File: config.mk
export PLATFORM = sky130hd
export DESIGN_NAME = sector_writer
export DESIGN_NICKNAME = d
export VERILOG_FILES = /design/src/rtl/sw_pkg.sv /design/src/rtl/sw_crc_step.sv /design/src/rtl/sw_hold_reg.sv /design/src/rtl/sector_writer.sv
export SDC_FILE = /design/constraint.sdc
export NUM_CORES = 1
export LEC_CHECK = 0
export BUFFER_PORTS_ARGS = -buffer_cell sky130_fd_sc_hd__buf_2
export CAP_MARGIN = 20
export CORE_MARGIN = 4
export CORE_UTILIZATION = 25
export CTS_BUF_LIST = sky130_fd_sc_hd__clkbuf_8
export DETAILED_ROUTE_END_ITERATION = 8
export PLACE_DENSITY = 0.38
export SLEW_MARGIN = 20
export SYNTH_ARGS = -nofsm -noshare
export SYNTH_HDL_FRONTEND = slang
export SYNTH_SLANG_ARGS = --single-unit
File: constraint.sdc
create_clock -name clk -period 4.5 [get_ports clk]
set_input_delay 0.9 -clock clk [delete_from_list [all_inputs] [get_ports clk]]
set_output_delay 0.9 -clock clk [all_outputs]
set_load 0.05 [all_outputs]
File: src/rtl/sw_pkg.sv
`timescale 1ns/1ps
package sw_pkg;
    typedef enum logic [3:0] {
        ST_IDLE,
        ST_PREGAP,
        ST_ZEROS,
        ST_MARK,
        ST_DATA,
        ST_CRC_HI,
        ST_CRC_LO,
        ST_TRAIL,
        ST_DRAIN
    } sw_state_e;

    localparam logic [7:0]  AM_NORMAL  = 8'hFB;
    localparam logic [7:0]  AM_DELETED = 8'hF8;
    localparam logic [7:0]  TRAIL_BYTE = 8'hFF;
    localparam logic [15:0] CRC_SEED   = 16'hFFFF;
    localparam logic [15:0] CRC_POLY   = 16'h1021;
endpackage

File: src/rtl/sw_crc_step.sv
`timescale 1ns/1ps
// One byte of a MSB-first CRC, unrolled into a single combinational step.
module sw_crc_step #(
    parameter int          W    = 16,
    parameter logic [W-1:0] POLY = 16'h1021
) (
    input  logic [W-1:0] crc_in,
    input  logic [7:0]   din,
    output logic [W-1:0] crc_out
);
    logic [W-1:0] acc;

    always_comb begin
        acc = crc_in ^ {din, {(W-8){1'b0}}};
        for (int b = 0; b < 8; b++) begin
            if (acc[W-1]) acc = {acc[W-2:0], 1'b0} ^ POLY;
            else          acc = {acc[W-2:0], 1'b0};
        end
        crc_out = acc;
    end
endmodule

File: src/rtl/sw_hold_reg.sv
`timescale 1ns/1ps
// Single-byte host holding register with its request flag.
module sw_hold_reg (
    input  logic       clk,
    input  logic       rst_n,
    input  logic       clear,
    input  logic       arm,
    input  logic       take,
    input  logic       host_wr,
    input  logic [7:0] host_byte,
    output logic       full,
    output logic [7:0] held_byte,
    output logic       drq
);
    logic full_d;
    logic drq_d;

    always_comb begin
        full_d = full;
        drq_d  = drq;
        if (clear) begin
            full_d = 1'b0;
            drq_d  = 1'b0;
        end
        if (take) begin
            full_d = 1'b0;
            drq_d  = 1'b0;
        end
        if (arm)     drq_d = 1'b1;
        if (host_wr) begin
            full_d = 1'b1;
            drq_d  = 1'b0;
        end
    end

    always_ff @(posedge clk) begin
        if (!rst_n) begin
            full      <= 1'b0;
            drq       <= 1'b0;
            held_byte <= '0;
        end else begin
            full <= full_d;
            drq  <= drq_d;
            if (host_wr) held_byte <= host_byte;
        end
    end

    // a host write satisfies the pending request and fills the register
    p_wr_clears_req_r6: assert property (@(posedge clk) disable iff (!rst_n)
        host_wr |=> (!drq && full));
endmodule

File: src/rtl/sector_writer.sv
`timescale 1ns/1ps
module sector_writer
    import sw_pkg::*;
#(
    parameter int SD_PREGAP  = 11,
    parameter int DD_PREGAP  = 22,
    parameter int SD_ZEROS   = 6,
    parameter int DD_ZEROS   = 12,
    parameter int BASE_LEN   = 128,
    parameter int LEN_CODE_W = 2
) (
    input  logic                  clk,
    input  logic                  rst_n,
    input  logic                  byte_tick,
    input  logic                  id_found,
    input  logic                  dbl_density,
    input  logic                  deleted_mark,
    input  logic [LEN_CODE_W-1:0] len_code,
    input  logic                  host_wr,
    input  logic [7:0]            host_byte,
    output logic                  wgate,
    output logic [7:0]            wr_byte,
    output logic                  wr_valid,
    output logic                  wr_mark,
    output logic                  drq,
    output logic                  lost_data,
    output logic                  done
);
    localparam int MAX_LEN = BASE_LEN << ((1 << LEN_CODE_W) - 1);
    localparam int GAP_TOP = (DD_PREGAP > DD_ZEROS) ? DD_PREGAP : DD_ZEROS;
    localparam int CNT_W   = $clog2(MAX_LEN + GAP_TOP + 1);

    sw_state_e             state_q, state_d;
    logic [CNT_W-1:0]      cnt_q;
    logic [CNT_W-1:0]      lim;
    logic [CNT_W-1:0]      data_len;
    logic                  at_last;
    logic                  dd_q, del_q;
    logic [LEN_CODE_W-1:0] len_q;
    logic [15:0]           crc_q, crc_in, crc_nx;
    logic [7:0]            mark_byte;
    logic [7:0]            emit_byte;
    logic                  emit_en;
    logic                  start_go, abort_go, open_go, finish_go;
    logic                  buf_full;
    logic [7:0]            buf_byte;
    logic                  buf_clear, buf_arm, buf_take;

    // ---------------- limits and strobes ----------------
    assign data_len  = CNT_W'(BASE_LEN) << len_q;
    assign mark_byte = del_q ? AM_DELETED : AM_NORMAL;

    always_comb begin
        unique case (state_q)
            ST_PREGAP: lim = dd_q ? CNT_W'(DD_PREGAP - 1) : CNT_W'(SD_PREGAP - 1);
            ST_ZEROS:  lim = dd_q ? CNT_W'(DD_ZEROS - 1)  : CNT_W'(SD_ZEROS - 1);
            ST_DATA:   lim = data_len - 1'b1;
            default:   lim = '0;
        endcase
    end
    assign at_last = (cnt_q == lim);

    assign start_go  = id_found && (state_q == ST_IDLE);
    assign abort_go  = byte_tick && (state_q == ST_PREGAP) && at_last && !buf_full;
    assign open_go   = byte_tick && (state_q == ST_PREGAP) && at_last && buf_full;
    assign finish_go = byte_tick && (state_q == ST_DRAIN);

    // ---------------- next state ----------------
    always_comb begin
        state_d = state_q;
        unique case (state_q)
            ST_IDLE:   if (id_found) state_d = ST_PREGAP;
            ST_PREGAP: if (byte_tick && at_last) state_d = buf_full ? ST_ZEROS : ST_IDLE;
            ST_ZEROS:  if (byte_tick && at_last) state_d = ST_MARK;
            ST_MARK:   if (byte_tick) state_d = ST_DATA;
            ST_DATA:   if (byte_tick && at_last) state_d = ST_CRC_HI;
            ST_CRC_HI: if (byte_tick) state_d = ST_CRC_LO;
            ST_CRC_LO: if (byte_tick) state_d = ST_TRAIL;
            ST_TRAIL:  if (byte_tick) state_d = ST_DRAIN;
            ST_DRAIN:  if (byte_tick) state_d = ST_IDLE;
            default:   state_d = ST_IDLE;
        endcase
    end

    always_ff @(posedge clk) begin
        if (!rst_n) state_q <= ST_IDLE;
        else        state_q <= state_d;
    end

    // ---------------- byte selection ----------------
    always_comb begin
        emit_en   = 1'b0;
        emit_byte = 8'h00;
        unique case (state_q)
            ST_ZEROS:  begin emit_en = byte_tick; emit_byte = 8'h00;        end
            ST_MARK:   begin emit_en = byte_tick; emit_byte = mark_byte;    end
            ST_DATA:   begin emit_en = byte_tick; emit_byte = buf_full ? buf_byte : 8'h00; end
            ST_CRC_HI: begin emit_en = byte_tick; emit_byte = crc_q[15:8];  end
            ST_CRC_LO: begin emit_en = byte_tick; emit_byte = crc_q[7:0];   end
            ST_TRAIL:  begin emit_en = byte_tick; emit_byte = TRAIL_BYTE;   end
            default:   begin emit_en = 1'b0;      emit_byte = 8'h00;        end
        endcase
    end

    assign crc_in = (state_q == ST_MARK) ? CRC_SEED : crc_q;

    sw_crc_step #(.W(16), .POLY(CRC_POLY)) u_crc (
        .crc_in (crc_in),
        .din    (emit_byte),
        .crc_out(crc_nx)
    );

    // ---------------- host holding register ----------------
    assign buf_clear = start_go || abort_go || finish_go;
    assign buf_arm   = start_go || (byte_tick && (state_q == ST_DATA) && !at_last);
    assign buf_take  = byte_tick && (state_q == ST_DATA) && buf_full;

    sw_hold_reg u_hold (
        .clk      (clk),
        .rst_n    (rst_n),
        .clear    (buf_clear),
        .arm      (buf_arm),
        .take     (buf_take),
        .host_wr  (host_wr),
        .host_byte(host_byte),
        .full     (buf_full),
        .held_byte(buf_byte),
        .drq      (drq)
    );

    // ---------------- outputs and datapath ----------------
    always_ff @(posedge clk) begin
        if (!rst_n) begin
            cnt_q     <= '0;
            dd_q      <= 1'b0;
            del_q     <= 1'b0;
            len_q     <= '0;
            crc_q     <= CRC_SEED;
            wgate     <= 1'b0;
            wr_byte   <= 8'h00;
            wr_valid  <= 1'b0;
            wr_mark   <= 1'b0;
            lost_data <= 1'b0;
            done      <= 1'b0;
        end else begin
            wr_valid <= emit_en;
            wr_mark  <= emit_en && (state_q == ST_MARK);
            done     <= 1'b0;
            if (emit_en) wr_byte <= emit_byte;

            if (state_d != state_q)                     cnt_q <= '0;
            else if (byte_tick && state_q != ST_IDLE)   cnt_q <= cnt_q + 1'b1;

            if (start_go) begin
                dd_q      <= dbl_density;
                del_q     <= deleted_mark;
                len_q     <= len_code;
                lost_data <= 1'b0;
            end
            if (abort_go) begin
                lost_data <= 1'b1;
                done      <= 1'b1;
            end
            if (open_go) wgate <= 1'b1;

            if (byte_tick && state_q == ST_DATA && !buf_full) lost_data <= 1'b1;
            if (byte_tick && (state_q == ST_MARK || state_q == ST_DATA)) crc_q <= crc_nx;

            if (finish_go) begin
                wgate <= 1'b0;
                done  <= 1'b1;
            end
        end
    end

    // ---------------- assertions ----------------
    // a start raises the first request and clears the loss flag
    p_first_req_r1: assert property (@(posedge clk) disable iff (!rst_n)
        (state_q == ST_IDLE && id_found) |=> (drq && !lost_data && !wgate));

    // the gate stays closed while the pre-gap is counted
    p_gate_closed_r2: assert property (@(posedge clk) disable iff (!rst_n)
        (state_q == ST_PREGAP) |-> !wgate);

    // an abort from the pre-gap reports lost data without opening the gate
    p_abort_r3: assert property (@(posedge clk) disable iff (!rst_n)
        ($rose(done) && $past(state_q == ST_PREGAP)) |-> (lost_data && !wgate));

    // the mark flag accompanies only a legal mark byte
    p_mark_byte_r5: assert property (@(posedge clk) disable iff (!rst_n)
        wr_mark |-> (wr_valid && (wr_byte == AM_NORMAL || wr_byte == AM_DELETED)));

    // an empty slot in the payload is filled with zero and flagged
    p_zero_fill_r7: assert property (@(posedge clk) disable iff (!rst_n)
        (wr_valid && $past(state_q == ST_DATA) && $past(!buf_full)) |-> (wr_byte == 8'h00 && lost_data));

    // the gate only closes with the done strobe, one byte after 0xFF
    p_gate_close_r10: assert property (@(posedge clk) disable iff (!rst_n)
        $fell(wgate) |-> (done && wr_byte == TRAIL_BYTE));

    // every byte follows a tick
    p_tick_paced_r11: assert property (@(posedge clk) disable iff (!rst_n)
        wr_valid |-> $past(byte_tick));
endmodule

== Yosys cells after proc, flatten, opt, wreduce, memory -nomap -nowiden ==
Cells that the tools add are included.
Widths: inputs -> output; s select.

* Register bits: 58
* Logic and storage cells: 103

* $add $sub $neg: 2
* Equal/unequal tests: 10
* Shift-type cells: 1
* Mux-type cells: 36
* Bitwise operators: 10
* Reduce and logical (&&, ||, !) cells: 29

{| class="wikitable"
|+ Operator list
! kind !! count
|-
| $mux 13 || 8
|-
| $mux 4 || 10
|-
| $pmux 8 s5 || 1
|-
| $pmux 4 s9 || 1
|-
| $pmux 11 s3 || 1
|-
| $not 3->3 || 8
|-
| $eq 4x3->1 const B || 4
|-
| $mux 16 || 1
|-
| $xor 16x16->16 || 1
|-
| $logic_and 1x1->1 || 14
|-
| $add 11x1->11 const B || 1
|-
| $eq 11x11->1 || 1
|-
| $shl 8x2->11 const A || 1
|-
| $sub 11x1->11 const B || 1
|-
| $mux 1 || 10
|-
| $reduce_bool 3->1 || 3
|-
| $eq 4x2->1 const B || 2
|-
| $mux 8 || 1
|-
| $reduce_or 2->1 || 3
|-
| $reduce_or 6->1 || 1
|-
| $mux 5 || 1
|-
| $eq 4x1->1 const B || 1
|-
| $eq 4x4->1 const B || 1
|-
| $logic_not 4->1 || 1
|-
| other kinds (6) || 11
|}

== Logic depth before layout (Yosys ltp) ==
Gate-level depths: netlist of the first run.

* Word-level depth: 19
* Gate-level depth with buffers: 10

== Cells and area by module ==
A second synthesis of the first run with hierarchy kept.

* Cell total of the unflattened synthesis: 397
* Area total of the unflattened synthesis: 3443.3 um2

{| class="wikitable"
|+ Modules (own cells, without submodules)
! module !! instances !! cells an instance !! area each (um2) !! sequential area each (um2)
|-
| sector_writer || 1 || 340 || 2670.1 || 960.9
|-
| sw_crc_step || 1 || 25 || 395.4 || 0.0
|-
| sw_hold_reg || 1 || 32 || 377.9 || 200.2
|}

== Worst setup path before layout of the first run ==
No wires, ideal clock.

* Kind: reg2reg
* Start point: reg state_q[3]
* End point: reg crc_q[15]
* Library setup time: 0.117 ns
* Data arrival time: 2.325 ns
* Path slack: 2.058 ns
* Stages on the path, launching flop included: 9
* Clock period less this slack: 2.442 ns
* Path through: dfxtp_1 > buf_4 > or4b_4 > o22ai_1 > mux2_2 > o21ai_0 > nor4b_2 > xnor2_1 > o22a_1

* Cells in the longest elaborated chain, start to end: 9

{| class="wikitable"
|+ RTL lines
! what !! RTL line !! RTL
|-
| start: declaration || sector_writer.sv:33 || <nowiki>sw_state_e state_q, state_d;</nowiki>
|-
| start signal: assignment || sector_writer.sv:87 || <nowiki>else state_q <= state_d;</nowiki>
|-
| $eq 4x2->1 || sector_writer.sv:94, sector_writer.sv:105, sector_writer.sv:167 ||
|-
| $mux 16 || sector_writer.sv:105 || <nowiki>assign crc_in = (state_q == ST_MARK) ? CRC_SEED : crc_q;</nowiki>
|-
| $xor 16x16->16 || sw_crc_step.sv:14 || <nowiki>acc = crc_in ^ {din, {(W-8){1'b0}}};</nowiki>
|-
| $mux 13 (4 in series) || sw_crc_step.sv:16 || <nowiki>if (acc[W-1]) acc = {acc[W-2:0], 1'b0} ^ POLY;</nowiki>
|-
| $not 3->3 (no line) || n/a ||
|-
| $mux 13 || sw_crc_step.sv:16 ||
|-
| end signal: assignment || sector_writer.sv:167 || <nowiki>if (byte_tick && (state_q == ST_MARK || state_q == ST_DATA)) crc_q <= crc_nx;</nowiki>
|-
| end: declaration || sector_writer.sv:40 || <nowiki>logic [15:0] crc_q, crc_in, crc_nx;</nowiki>
|}

Parallel ways exist; a longest one is shown, timed or not.
A chain may end at the register's enable or synchronous reset.

== Final worst setup path of the first run ==
* Start point: reg state_q[0]
* End point: reg crc_q[15]

Same word-level chain as after synthesis.

==> results of run 1 <==
-- per-stage QoR --
| step | instances | hold slack, ps |
|---|---|---|
| final | 614 | 491 |
| after global placement | 599 | 463 |
| after CTS | 614 | 488 |
| after detailed placement | 599 | 479 |
| after floorplan | 415 | 453 |
| after global routing | 614 | 518 |
-- how the worst max path moves through the flow --
stage | to | slack, ps | depth (start not counted)
after floorplan | crc_q[15] | 2060 | 8
after global placement | crc_q[15] | 1500 | 8
after detailed placement | crc_q[15] | 1470 | 8
after CTS | crc_q[15] | 1450 | 8
after global routing | state_q[0] | 1140 | 8
final | crc_q[15] | 1480 | 8
-- layout by cell type, fill, tap and decap left out, types with 3 or more instances in the layout --
cell / instances
a311oi_1: 4
nor2b_1: 15
clkbuf_8: 9
and4_1: 3
mux2i_1: 17
and3b_1: 3
dfxtp_1: 58
nand2_1: 38
buf_4: 9
inv_1: 10
xnor2_1: 18
o31ai_1: 3
nand3b_1: 4
a21o_1: 5
o21a_1: 4
nand2b_1: 5
a211oi_1: 3
nor3b_1: 4
nor4_1: 4
buf_2: 30
nand4_1: 4
and2_1: 3
and3_1: 4
o21ai_0: 22
o211ai_1: 9
nor2_1: 46
a32oi_1: 5
nand3_1: 11
nor3_1: 12
a31oi_1: 3
a21oi_1: 17
xor2_1: 8
nor4b_1: 4
-- flip-flops by register name, indices dropped and copies added (netlist names), 2 cells and up --
signal and flops:
cnt_q 11, wr_byte 8, u_hold.held_byte 8, state_q 4, len_q 2, crc_q 16
-- worst reg2reg max path, cell delays in order (launching register included) --
cell	delay, ps
dfxtp_1	470
buf_4	310
or4b_4	580
o22ai_1	360
mux2_2	380
o21ai_0	120
nor4b_2	370
xnor2_1	140
o22a_1	180
-- cell families after synthesis --
group           after synthesis  share of synthesized area (%)
compound gates               97                           19.8
mux                          19                           5.70
simple gates                173                           27.5
fa+ha+maj                     1                          0.370
buf+inv                      40                           5.11
xor+xnor                     27                           7.22
flops                        58                           34.3
-- layout make-up --
type | instances | share of cell area [%]
multi-input combinational | 317 | 52.7
clock inverter | 6 | 2.16
inverter | 9 | 0.868
clock buffer | 9 | 3.18
sequential | 58 | 29.8
tap | 176 | 5.66
timing repair buffer | 39 | 5.60
-- cells in the mapped netlist (5+ instances only) --
library cell and number:
a21o_1 5, a21oi_1 17, a32oi_1 5, buf_2 6, clkbuf_1 20, dfxtp_1 58
inv_1 9, mux2i_1 17, nand2_1 38, nand2b_1 5, nand3_1 11, nor2_1 47
nor2b_1 15, nor3_1 12, o211ai_1 9, o21ai_0 22, xnor2_1 18, xor2_1 8
-- metal layers --
layer  track usage [%]  vias to the layer above  wire length, um
met2              21.5                       52             4820
met5                 0                        -                0
met3              3.04                        8              347
met1              16.9                     1402             4570
met4              3.48                        0               98
li1                  -                     1530                -
-- power groups by stage --
stage          registers [mW]  logic [mW]  clock network, mW
2_1_floorplan           0.561       0.105                  0
3_3_place_gp            0.561       0.148                  0
3_5_place_dp            0.560       0.149                  0
4_1_cts                 0.549       0.150              0.546
5_1_grt                 0.551       0.166              0.572
6_report                0.549       0.148              0.525
==> impl_results.rst, run 1 <==
.. list-table::
   :header-rows: 1

   * - Metric
     - Value
   * - Quantity of gates resized following cts
     - 0
   * - Width of the chip
     - 124 um
   * - Sequence of cells on the critical path
     - buf_4 > or4b_4 > o22ai_1 > mux2_2 > o21ai_0 > nor4b_2 > xnor2_1 > o22a_1
   * - Combined area of the multi-input logic cells
     - 2050 um^2
   * - Maximum number of pins on one net before global-route repair
     - 32
   * - Type of the setup path with the least slack
     - flip-flop to flip-flop
   * - Post-CTS setup buffers
     - 0
   * - Switching part of the total power
     - 27.0%
   * - Share of post-route cells with drive strength above 1
     - 14.8%
   * - Max-cap violation count
     - 0
   * - Total count of hold-check failures in the final report
     - 0
   * - Power share of the clock group
     - 43.0%
   * - Logic depth of the worst register-to-register path
     - 8
   * - Hold Buf Count CTS
     - 0
   * - Max transition margin
     - 42.7%
   * - Die height
     - 124 um
   * - Result of the run
     - finished, final reports clean
   * - Cell type of the slowest stage on the worst timing path
     - or4b_4
   * - Worst endpoint required time
     - 4740 ps
   * - Yosys top cell area share
     - 34.3%
   * - Die area
     - 15400 um^2
   * - Final weighted congestion in routability-driven placement
     - 0.801
   * - Crit end category
     - flip-flop
   * - Final sum of negative setup slack
     - 0 ps
   * - Cell taking the most area after synthesis
     - dfxtp_1
   * - Part of the Yosys area used for sequential elements
     - 34.3%
   * - Cells after synthesis
     - 415
   * - Post-Place Setup Slack
     - 1470 ps
   * - Proportion of power drawn by combinational gates
     - 12.1%
   * - Number of synthesized register bits
     - 58
   * - I/O Buffers
     - 30
   * - Ports placed on the boundary
     - 31
   * - Routed vias/inst
     - 4.87
   * - Filler Cells Inserted
     - 1471
   * - Routed wire length
     - 9830 um
   * - Antenna violations before repair
     - 0
   * - Unrepaired setup endpoints after global routing
     - no
   * - Launch instance of the worst min-delay path
     - wgate
   * - Async set-reset flop share out of synthesis
     - 0%
   * - Top fanout value on the critical path
     - 27
   * - Finish-stage setup viols
     - 0
   * - Leakage component of the power
     - 1.56 nW
   * - Post-detailed-route DRC marker count
     - 0
   * - Floorplan row count
     - 42
   * - Clock skew after layout
     - 9.92 ps
   * - Data arrival time at the worst-slack endpoint
     - 3260 ps
   * - Number of buffer and inverter stages on the critical path
     - 1
   * - Achievable frequency
     - 0.331 GHz
   * - Cell depth of the worst min-delay path
     - 2
   * - Global-route wire length before repair
     - 16100 um
   * - Inserted Clock Buffers
     - 9
   * - Count of synthesis-stage warnings from yosys
     - 0
   * - Number of global-route vias before repair
     - 2965
   * - Startpoint of the most critical setup path
     - state_q[0]
   * - Power after layout
     - 1.22 mW
   * - Total placed instance area
     - 3680 um^2
   * - Post-detailed-route wirelength per cell
     - 16.0 um
   * - Footprint of the flip-flops and latches
     - 1160 um^2
   * - Mean instance size in the synthesized netlist
     - 8.15 um^2
   * - Leading cell types by total area after synthesis
     - dfxtp_1 34%, nor2_1 5.2%, mux2i_1 5.0%
   * - Worst Hold Class
     - flip-flop to flip-flop
   * - Clock tree from TritonCTS
     - yes
   * - Synthesized netlist net count
     - 433
   * - Transition time at the pin with the least slew margin
     - 853 ps
   * - Skew-Pair Late Insertion Delay
     - 350 ps
   * - Final critical delay including setup and external delays
     - 3020 ps
   * - Worst vdd rail ir drop
     - 154 uV
   * - All-Layer GR Usage
     - 13.0%
   * - Number of sinks driven by the clock tree
     - 58
   * - Net switching power
     - 0.330 mW
   * - Capture endpoint of the worst hold path
     - wgate
   * - FF-to-FF End
     - crc_q[15]
   * - Nature of the critical path startpoint
     - flip-flop
   * - Final WS setup
     - 1480 ps
   * - Internal Pwr Total
     - 0.891 mW
   * - Final-report max-slew violation count
     - 0
   * - Level count of the clock H-tree
     - 3
   * - Portion of total power attributed to sequential cells
     - 44.9%
   * - Initial core utilization
     - 25.5%
   * - TritonRoute pass-1 iters
     - 4
   * - Final critical-path share of the clock period
     - 67.1%
   * - Combined area of all synthesized cells
     - 3380 um^2
   * - Total congestion overflow
     - 0
   * - Count of unique library cells instantiated by Yosys
     - 64
   * - Vias after detailed routing
     - 2992
   * - Post-route cell area
     - 3890 um^2
   * - Worst reg2reg startpoint
     - state_q[0]
   * - Most frequently used flop master after synthesis
     - dfxtp_1
   * - Clock slew seen by the registers of the worst setup and hold paths
     - 70 ps
   * - Largest delay contributor family on the critical path
     - simple AND/OR/NAND/NOR gates
   * - Crit-path max cell delay
     - 570 ps
   * - Half-perimeter wire length after detailed placement
     - 7150 um
   * - Layout-stage area growth over the synthesis result
     - 15.1%
   * - Clock buffer depth
     - 2
   * - Final nets
     - 452
   * - Power density cells
     - 314 nW/um^2
   * - Total core area
     - 13200 um^2
   * - Number of antenna diodes
     - 0
   * - End-of-flow core utilization
     - 29.4%
   * - Number of synthesized flops with an enable pin
     - 0
   * - Initial DRC Count
     - 170
   * - Final ANT Viol Nets
     - 0
   * - Worst setup slack for register-to-register paths
     - 1480 ps
   * - Root Driver
     - clkbuf_8
Note: power is estimated with default switching activity, not from simulation.
==> run 2, diff against run 1 <==
Settings changed: PLACE_DENSITY 0.38 to 0.4.
Clock period 4.5 ns to 2.54 ns, I/O delays scaled along.
==> run 2 against run 1 <==
  * Critical path depth up 1
  * Power up 78%
  * First-iteration DRC count rose by 4.7%
  * Sequential power grew 75%
  * Count of clock-buffer cells in the layout grew 2
  * Die area stayed put
  * Clock skew rose by 1.0 ps
  * Worst setup slack got worse by 1300 ps
  * Clock power grew 70%
  * Via count up 4.8%
  * Sequential share of layout area decreased by 2.1 points
  * Routed wire length up 1.4%
==> impl_results.rst, run 2 (synthesis results as in run 1) <==
.. list-table::
   :header-rows: 1

   * - Metric
     - Value
   * - Result of the run
     - finished, final reports clean (unchanged)
   * - Transition time at the pin with the least slew margin
     - 886 ps (was 853 ps)
   * - Clock skew after layout
     - 10.9 ps (was 9.92 ps)
   * - Final ANT Viol Nets
     - 0 (unchanged)
   * - Unrepaired setup endpoints after global routing
     - yes (was no)
   * - Width of the chip
     - 124 um (unchanged)
   * - Launch instance of the worst min-delay path
     - host_byte[2] (was wgate)
   * - Registers with the highest flip-flop counts
     - crc_q x16, cnt_q x11 (unchanged)
   * - Hold Buf Count CTS
     - 0 (unchanged)
   * - Top fanout value on the critical path
     - 6 (was 27)
   * - Crit end category
     - flip-flop (unchanged)
   * - Skew-Pair Late Insertion Delay
     - 350 ps (about the same)
   * - Most common cell after layout, fill and taps aside
     - dfxtp_1 (unchanged)
   * - Inserted Clock Buffers
     - 9 (unchanged)
   * - Worst vdd rail ir drop
     - 250 uV (was 154 uV)
   * - Data arrival time at the worst-slack endpoint
     - 2640 ps (was 3260 ps)
   * - Ports placed on the boundary
     - 31 (unchanged)
   * - FF-to-FF End
     - cnt_q[0] (was crc_q[15])
   * - Total core area
     - 13200 um^2 (unchanged)
   * - Antenna violations before repair
     - 0 (unchanged)
   * - Global-route wire length before repair
     - 16000 um (was 16100 um)
   * - Cell depth of the worst min-delay path
     - 3 (was 2)
   * - Share of post-route cells with drive strength above 1
     - 22.9% (was 14.8%)
   * - Max-cap violation count
     - 0 (unchanged)
   * - Die area
     - 15400 um^2 (unchanged)
   * - Finish-stage setup viols
     - 0 (unchanged)
   * - Worst setup slack for register-to-register paths
     - 130 ps (was 1480 ps)
   * - Worst Hold Class
     - primary input to flip-flop (was flip-flop to flip-flop)
   * - Number of sinks driven by the clock tree
     - 58 (unchanged)
   * - Power density cells
     - 517 nW/um^2 (was 314 nW/um^2)
   * - Nature of the critical path startpoint
     - flip-flop (unchanged)
   * - Post-detailed-route DRC marker count
     - 0 (unchanged)
   * - Routed wire length
     - 9970 um (was 9830 um)
   * - Achievable frequency
     - 0.416 GHz (was 0.331 GHz)
   * - Final nets
     - 488 (was 452)
   * - Largest register by flop count
     - crc_q (unchanged)
   * - Clock tree from TritonCTS
     - yes (unchanged)
   * - Max transition margin
     - 40.7% (was 42.7%)
   * - Leakage component of the power
     - 1.76 nW (was 1.56 nW)
   * - Initial core utilization
     - 25.5% (unchanged)
   * - Most used cells in the layout excluding fill and tap cells
     - 54 x dfxtp_1, 47 x nor2_1, 42 x buf_4 (was 58 x dfxtp_1, 46 x nor2_1, 38 x nand2_1)
   * - Layout-stage area growth over the synthesis result
     - 24.4% (was 15.1%)
   * - Maximum number of pins on one net before global-route repair
     - 22 (was 32)
   * - Initial DRC Count
     - 178 (was 170)
   * - Final critical delay including setup and external delays
     - 2410 ps (was 3020 ps)
   * - Clock buffer depth
     - 2 (unchanged)
   * - Startpoint of the most critical setup path
     - state_q[1] (was state_q[0])
   * - Final sum of negative setup slack
     - 0 ps (unchanged)
   * - Post-Place Setup Slack
     - 50.8 ps (was 1470 ps)
   * - Clock slew seen by the registers of the worst setup and hold paths
     - 70 ps (about the same)
   * - Logic depth of the worst register-to-register path
     - 9 (was 8)
   * - Worst reg2reg startpoint
     - state_q[1] (was state_q[0])
   * - Routed vias/inst
     - 4.82 (was 4.87)
   * - Half-perimeter wire length after detailed placement
     - 7400 um (was 7150 um)
   * - Total congestion overflow
     - 0 (unchanged)
   * - Number of global-route vias before repair
     - 3016 (was 2965)
   * - TritonRoute pass-1 iters
     - 4 (unchanged)
   * - Final-report max-slew violation count
     - 0 (unchanged)
   * - Post-detailed-route wirelength per cell
     - 15.3 um (was 16.0 um)
   * - I/O Buffers
     - 30 (unchanged)
   * - Final critical-path share of the clock period
     - 94.7% (was 67.1%)
   * - Level count of the clock H-tree
     - 3 (unchanged)
   * - Floorplan row count
     - 42 (unchanged)
   * - Number of antenna diodes
     - 0 (unchanged)
   * - Final WS setup
     - 135 ps (was 1480 ps)
   * - Die height
     - 124 um (unchanged)
   * - Type of the setup path with the least slack
     - flip-flop to flip-flop (unchanged)
   * - Capture endpoint of the worst hold path
     - u_hold.held_byte[2] (was wgate)
   * - Root Driver
     - clkbuf_8 (unchanged)
   * - Max reg flops
     - 16 (unchanged)
   * - Final weighted congestion in routability-driven placement
     - 0.798 (was 0.801)
   * - All-Layer GR Usage
     - 12.7% (was 13.0%)
   * - Worst endpoint required time
     - 2770 ps (was 4740 ps)
   * - Total count of hold-check failures in the final report
     - 0 (unchanged)
   * - Vias after detailed routing
     - 3137 (was 2992)
## run 2: timing repair
item / CTS / global route
endpoints found under the setup margin: 0 / 24
setup buffers: 0 / 6
gates resized for setup: 0 / 13
## run 2: cell type report
cell class | instances | area, um^2
Clock buffer | 11 | 151
Multi-Input combinational cell | 317 | 2080
Tap cell | 176 | 220
Clock inverter | 5 | 53.8
Sequential cell | 58 | 1170
Fill cell | 1430 | 9040
Timing Repair Buffer | 75 | 502
Inverter | 9 | 33.8
## run 2: worst max-delay path, stage by stage (launching register included)
cell,delay [ps]
dfxtp_2,360
or4b_4,580
a32oi_1,170
nand4_1,110
nor4_1,240
nand3_1,230
o221ai_2,300
buf_4,150
buf_6,110
nor2_1,50
## run 2: stage by stage
step | cells | instance area (um^2) | utilization (%) | hold slack, ps | power, mW
finish | 651 | 4210 | 31.8 | 424 | 2.18
CTS | 644 | 4120 | 31.1 | 409 | 2.18
floorplan | 415 | 3380 | - | 453 | 1.18
global placement | 628 | 3910 | 29.5 | 471 | 1.28
global route | 651 | 4210 | 31.8 | 432 | 2.28
detailed placement | 628 | 3910 | 29.5 | 476 | 1.28
## run 2: worst max-delay path by stage
| stage | end | cells past startpoint |
|---|---|---|
| CTS | crc_q[15] | 10 |
| global route | cnt_q[1] | 10 |
| finish | cnt_q[0] | 9 |
| detailed placement | crc_q[15] | 10 |
| global placement | crc_q[15] | 10 |
| floorplan | crc_q[15] | 8 |
## run 2: power by group
| part | switching, mW | total [mW] | leakage (nW) | internal [mW] |
|---|---|---|---|---|
| Combinational | 0.184 | 0.323 | 1.18 | 0.139 |
| Sequential | 0.0231 | 0.959 | 0.473 | 0.936 |
| Clock | 0.393 | 0.894 | 0.103 | 0.501 |
## run 2: routing by layer
metal	vias to the layer above	share of wire [%]	GRT usage, %
li1	1603	-	-
met3	15	2.8	2.83
met5	-	0	0
met4	0	2.2	4.96
met1	1474	48	16.7
met2	45	47	20.2
==> run 3, diff against run 2 <==
Settings changed: SETUP_SLACK_MARGIN from default to 0.2.
==> run 3 against run 2 <==
  * Die area unchanged
  * Fmax is 1.2% higher
  * Hold slack worse by 34 ps
  * Largest power group is now the clock network
  * Sequential power barely moved
  * Design area increased by 3.0%
  * Largest cell class unchanged
  * Highest routed layer unchanged
==> impl_results.rst, run 3 (synthesis results as in run 1) <==
.. list-table::
   :header-rows: 1

   * - Metric
     - Value
   * - Result of the run
     - finished, final reports clean (unchanged)
   * - Routed wire length
     - 10100 um (was 9970 um)
   * - Data arrival time at the worst-slack endpoint
     - 2650 ps (was 2640 ps)
   * - Max transition margin
     - 38.0% (was 40.7%)
   * - Final critical delay including setup and external delays
     - 2380 ps (was 2410 ps)
   * - Die area
     - 15400 um^2 (unchanged)
   * - Total core area
     - 13200 um^2 (unchanged)
   * - Type of the setup path with the least slack
     - flip-flop to flip-flop (unchanged)
   * - All-Layer GR Usage
     - 13.0% (was 12.7%)
   * - Registers with the highest flip-flop counts
     - crc_q x16, cnt_q x11 (unchanged)
   * - Root Driver
     - clkbuf_8 (unchanged)
   * - Crit-path max cell delay
     - 570 ps (was 580 ps)
   * - Post-detailed-route DRC marker count
     - 0 (unchanged)
   * - Number of antenna diodes
     - 0 (unchanged)
   * - Unrepaired setup endpoints after global routing
     - yes (unchanged)
   * - Leakage component of the power
     - 1.81 nW (was 1.76 nW)
   * - Width of the chip
     - 124 um (unchanged)
   * - Skew-Pair Late Insertion Delay
     - 370 ps (was 350 ps)
   * - Clock buffer depth
     - 2 (unchanged)
   * - Final WS setup
     - 164 ps (was 135 ps)
   * - Sequence of cells on the critical path
     - or4b_4 > a32oi_1 > nand4_1 > nor4_1 > nand3_1 > or4_1 > o21ai_0 (was or4b_4 > a32oi_1 > nand4_1 > nor4_1 > nand3_1 > o221ai_2 > buf_4 > buf_6 > nor2_1)
   * - Final sum of negative setup slack
     - 0 ps (unchanged)
   * - Final critical-path share of the clock period
     - 93.6% (was 94.7%)
   * - I/O Buffers
     - 30 (unchanged)
   * - Level count of the clock H-tree
     - 3 (unchanged)
   * - Initial DRC Count
     - 194 (was 178)
   * - Clock tree from TritonCTS
     - yes (unchanged)
   * - Clock slew seen by the registers of the worst setup and hold paths
     - 80 ps (was 70 ps)
   * - Finish-stage setup viols
     - 0 (unchanged)
   * - Total placed instance area
     - 3980 um^2 (was 3910 um^2)
   * - Post-Place Setup Slack
     - 41.5 ps (was 50.8 ps)
   * - Combined area of the multi-input logic cells
     - 2130 um^2 (was 2080 um^2)
   * - Cell type of the slowest stage on the worst timing path
     - or4b_4 (unchanged)
   * - Crit end category
     - flip-flop (unchanged)
   * - Final ANT Viol Nets
     - 0 (unchanged)
   * - Hold Buf Count CTS
     - 0 (unchanged)
   * - Global-route wire length before repair
     - 16300 um (was 16000 um)
   * - Nature of the critical path startpoint
     - flip-flop (unchanged)
   * - Number of global-route vias before repair
     - 3110 (was 3016)
   * - Worst endpoint required time
     - 2820 ps (was 2770 ps)
   * - Post-route cell area
     - 4330 um^2 (was 4210 um^2)
   * - Share of post-route cells with drive strength above 1
     - 25.9% (was 22.9%)
   * - Largest delay contributor family on the critical path
     - simple AND/OR/NAND/NOR gates (unchanged)
   * - Floorplan row count
     - 42 (unchanged)
   * - Final nets
     - 496 (was 488)
   * - Initial core utilization
     - 25.5% (unchanged)
   * - Achievable frequency
     - 0.421 GHz (was 0.416 GHz)
   * - Total congestion overflow
     - 0 (unchanged)
   * - Top fanout value on the critical path
     - 7 (was 6)
   * - Clock skew after layout
     - 14.2 ps (was 10.9 ps)
   * - Number of sinks driven by the clock tree
     - 58 (unchanged)
   * - Maximum number of pins on one net before global-route repair
     - 27 (was 22)
   * - Half-perimeter wire length after detailed placement
     - 7400 um (about the same)
   * - Inserted Clock Buffers
     - 9 (unchanged)
   * - Routed vias/inst
     - 4.83 (was 4.82)
   * - Worst Hold Class
     - primary input to flip-flop (unchanged)
   * - Most common cell after layout, fill and taps aside
     - dfxtp_1 (unchanged)
   * - Final weighted congestion in routability-driven placement
     - 0.840 (was 0.798)
   * - Power density cells
     - 522 nW/um^2 (was 517 nW/um^2)
   * - Final-report max-slew violation count
     - 0 (unchanged)
   * - Post-detailed-route wirelength per cell
     - 15.3 um (about the same)
   * - Largest register by flop count
     - crc_q (unchanged)
   * - Number of buffer and inverter stages on the critical path
     - 0 (was 2)
   * - Layout-stage area growth over the synthesis result
     - 28.2% (was 24.4%)
   * - Max-cap violation count
     - 0 (unchanged)
   * - Filler Cells Inserted
     - 1433 (was 1430)
   * - Footprint of the flip-flops and latches
     - 1170 um^2 (about the same)
   * - Transition time at the pin with the least slew margin
     - 927 ps (was 886 ps)
   * - TritonRoute pass-1 iters
     - 4 (unchanged)
   * - Vias after detailed routing
     - 3184 (was 3137)
   * - Antenna violations before repair
     - 0 (unchanged)
   * - Ports placed on the boundary
     - 31 (unchanged)
   * - Most used cells in the layout excluding fill and tap cells
     - 55 x dfxtp_1, 51 x buf_4, 47 x nor2_1 (was 54 x dfxtp_1, 47 x nor2_1, 42 x buf_4)
   * - Die height
     - 124 um (unchanged)
   * - Worst vdd rail ir drop
     - 410 uV (was 250 uV)
   * - Max reg flops
     - 16 (unchanged)
   * - Total count of hold-check failures in the final report
     - 0 (unchanged)
[run 3: cell count changes in the layout (fill, tap and decap cells not counted), moves of 2 or more]
cell / before / now
a21oi_1: 17 / 15
xnor2_2: 0 / 3
clkinv_4: 0 / 2
dfxtp_4: 0 / 2
dfxtp_2: 4 / 1
a21oi_2: 0 / 2
buf_4: 42 / 51
clkbuf_8: 11 / 9
xnor2_1: 18 / 15
[run 3: final timing paths]
kind / start / endpoint / slack [ps] / cells past startpoint
max: state_q[1] / state_q[0] / 160 / 7
min: host_byte[2] / u_hold.held_byte[2] / 390 / 3
max reg2reg: state_q[1] / state_q[0] / 160 / 7
min reg2reg: wgate / wgate / 480 / 2
[run 3: cell type report]
type / instances / share of cell area [%]
clock inverter: 7 / 2.34
tap: 176 / 5.08
sequential: 58 / 27.0
inverter: 9 / 0.779
multi-input combinational: 317 / 49.1
timing repair buffer: 83 / 12.8
clock buffer: 9 / 2.86
[run 3: what timing repair did]
action / CTS / global route
buffers inserted: 1 / 4
endpoints found under the setup margin: 25 / 28
gates resized for setup: 9 / 13
pin swaps: 6 / 7
[run 3: report_power, final]
group	internal, mW	total, mW	switching, mW
Combinational	0.134	0.315	0.181
Clock	0.558	0.985	0.428
Sequential	0.935	0.962	0.0271
Total	1.63	2.26	0.636
[run 3: through the flow]
stage	hold WS, ps	instances	utilization (%)	power, mW
floorplan	453	415	-	1.18
global placement	470	638	30.0	1.29
detailed placement	477	638	30.0	1.29
CTS	370	655	32.1	2.29
global route	397	659	32.7	2.37
finish	390	659	32.7	2.26
[run 3: tightest hold or removal path: stages]
cell and delay (ps):
buf_2 70, mux2i_1 50, nor2b_1 90
[run 3: routing by layer]
| layer | up-vias | track usage [%] | share of wire, % |
|---|---|---|---|
| met5 | - | 0 | 0 |
| met4 | 0 | 4.84 | 2.3 |
| met3 | 22 | 4.59 | 4.2 |
| met2 | 51 | 21.2 | 47 |
| met1 | 1486 | 15.9 | 46 |
| li1 | 1625 | - | - |
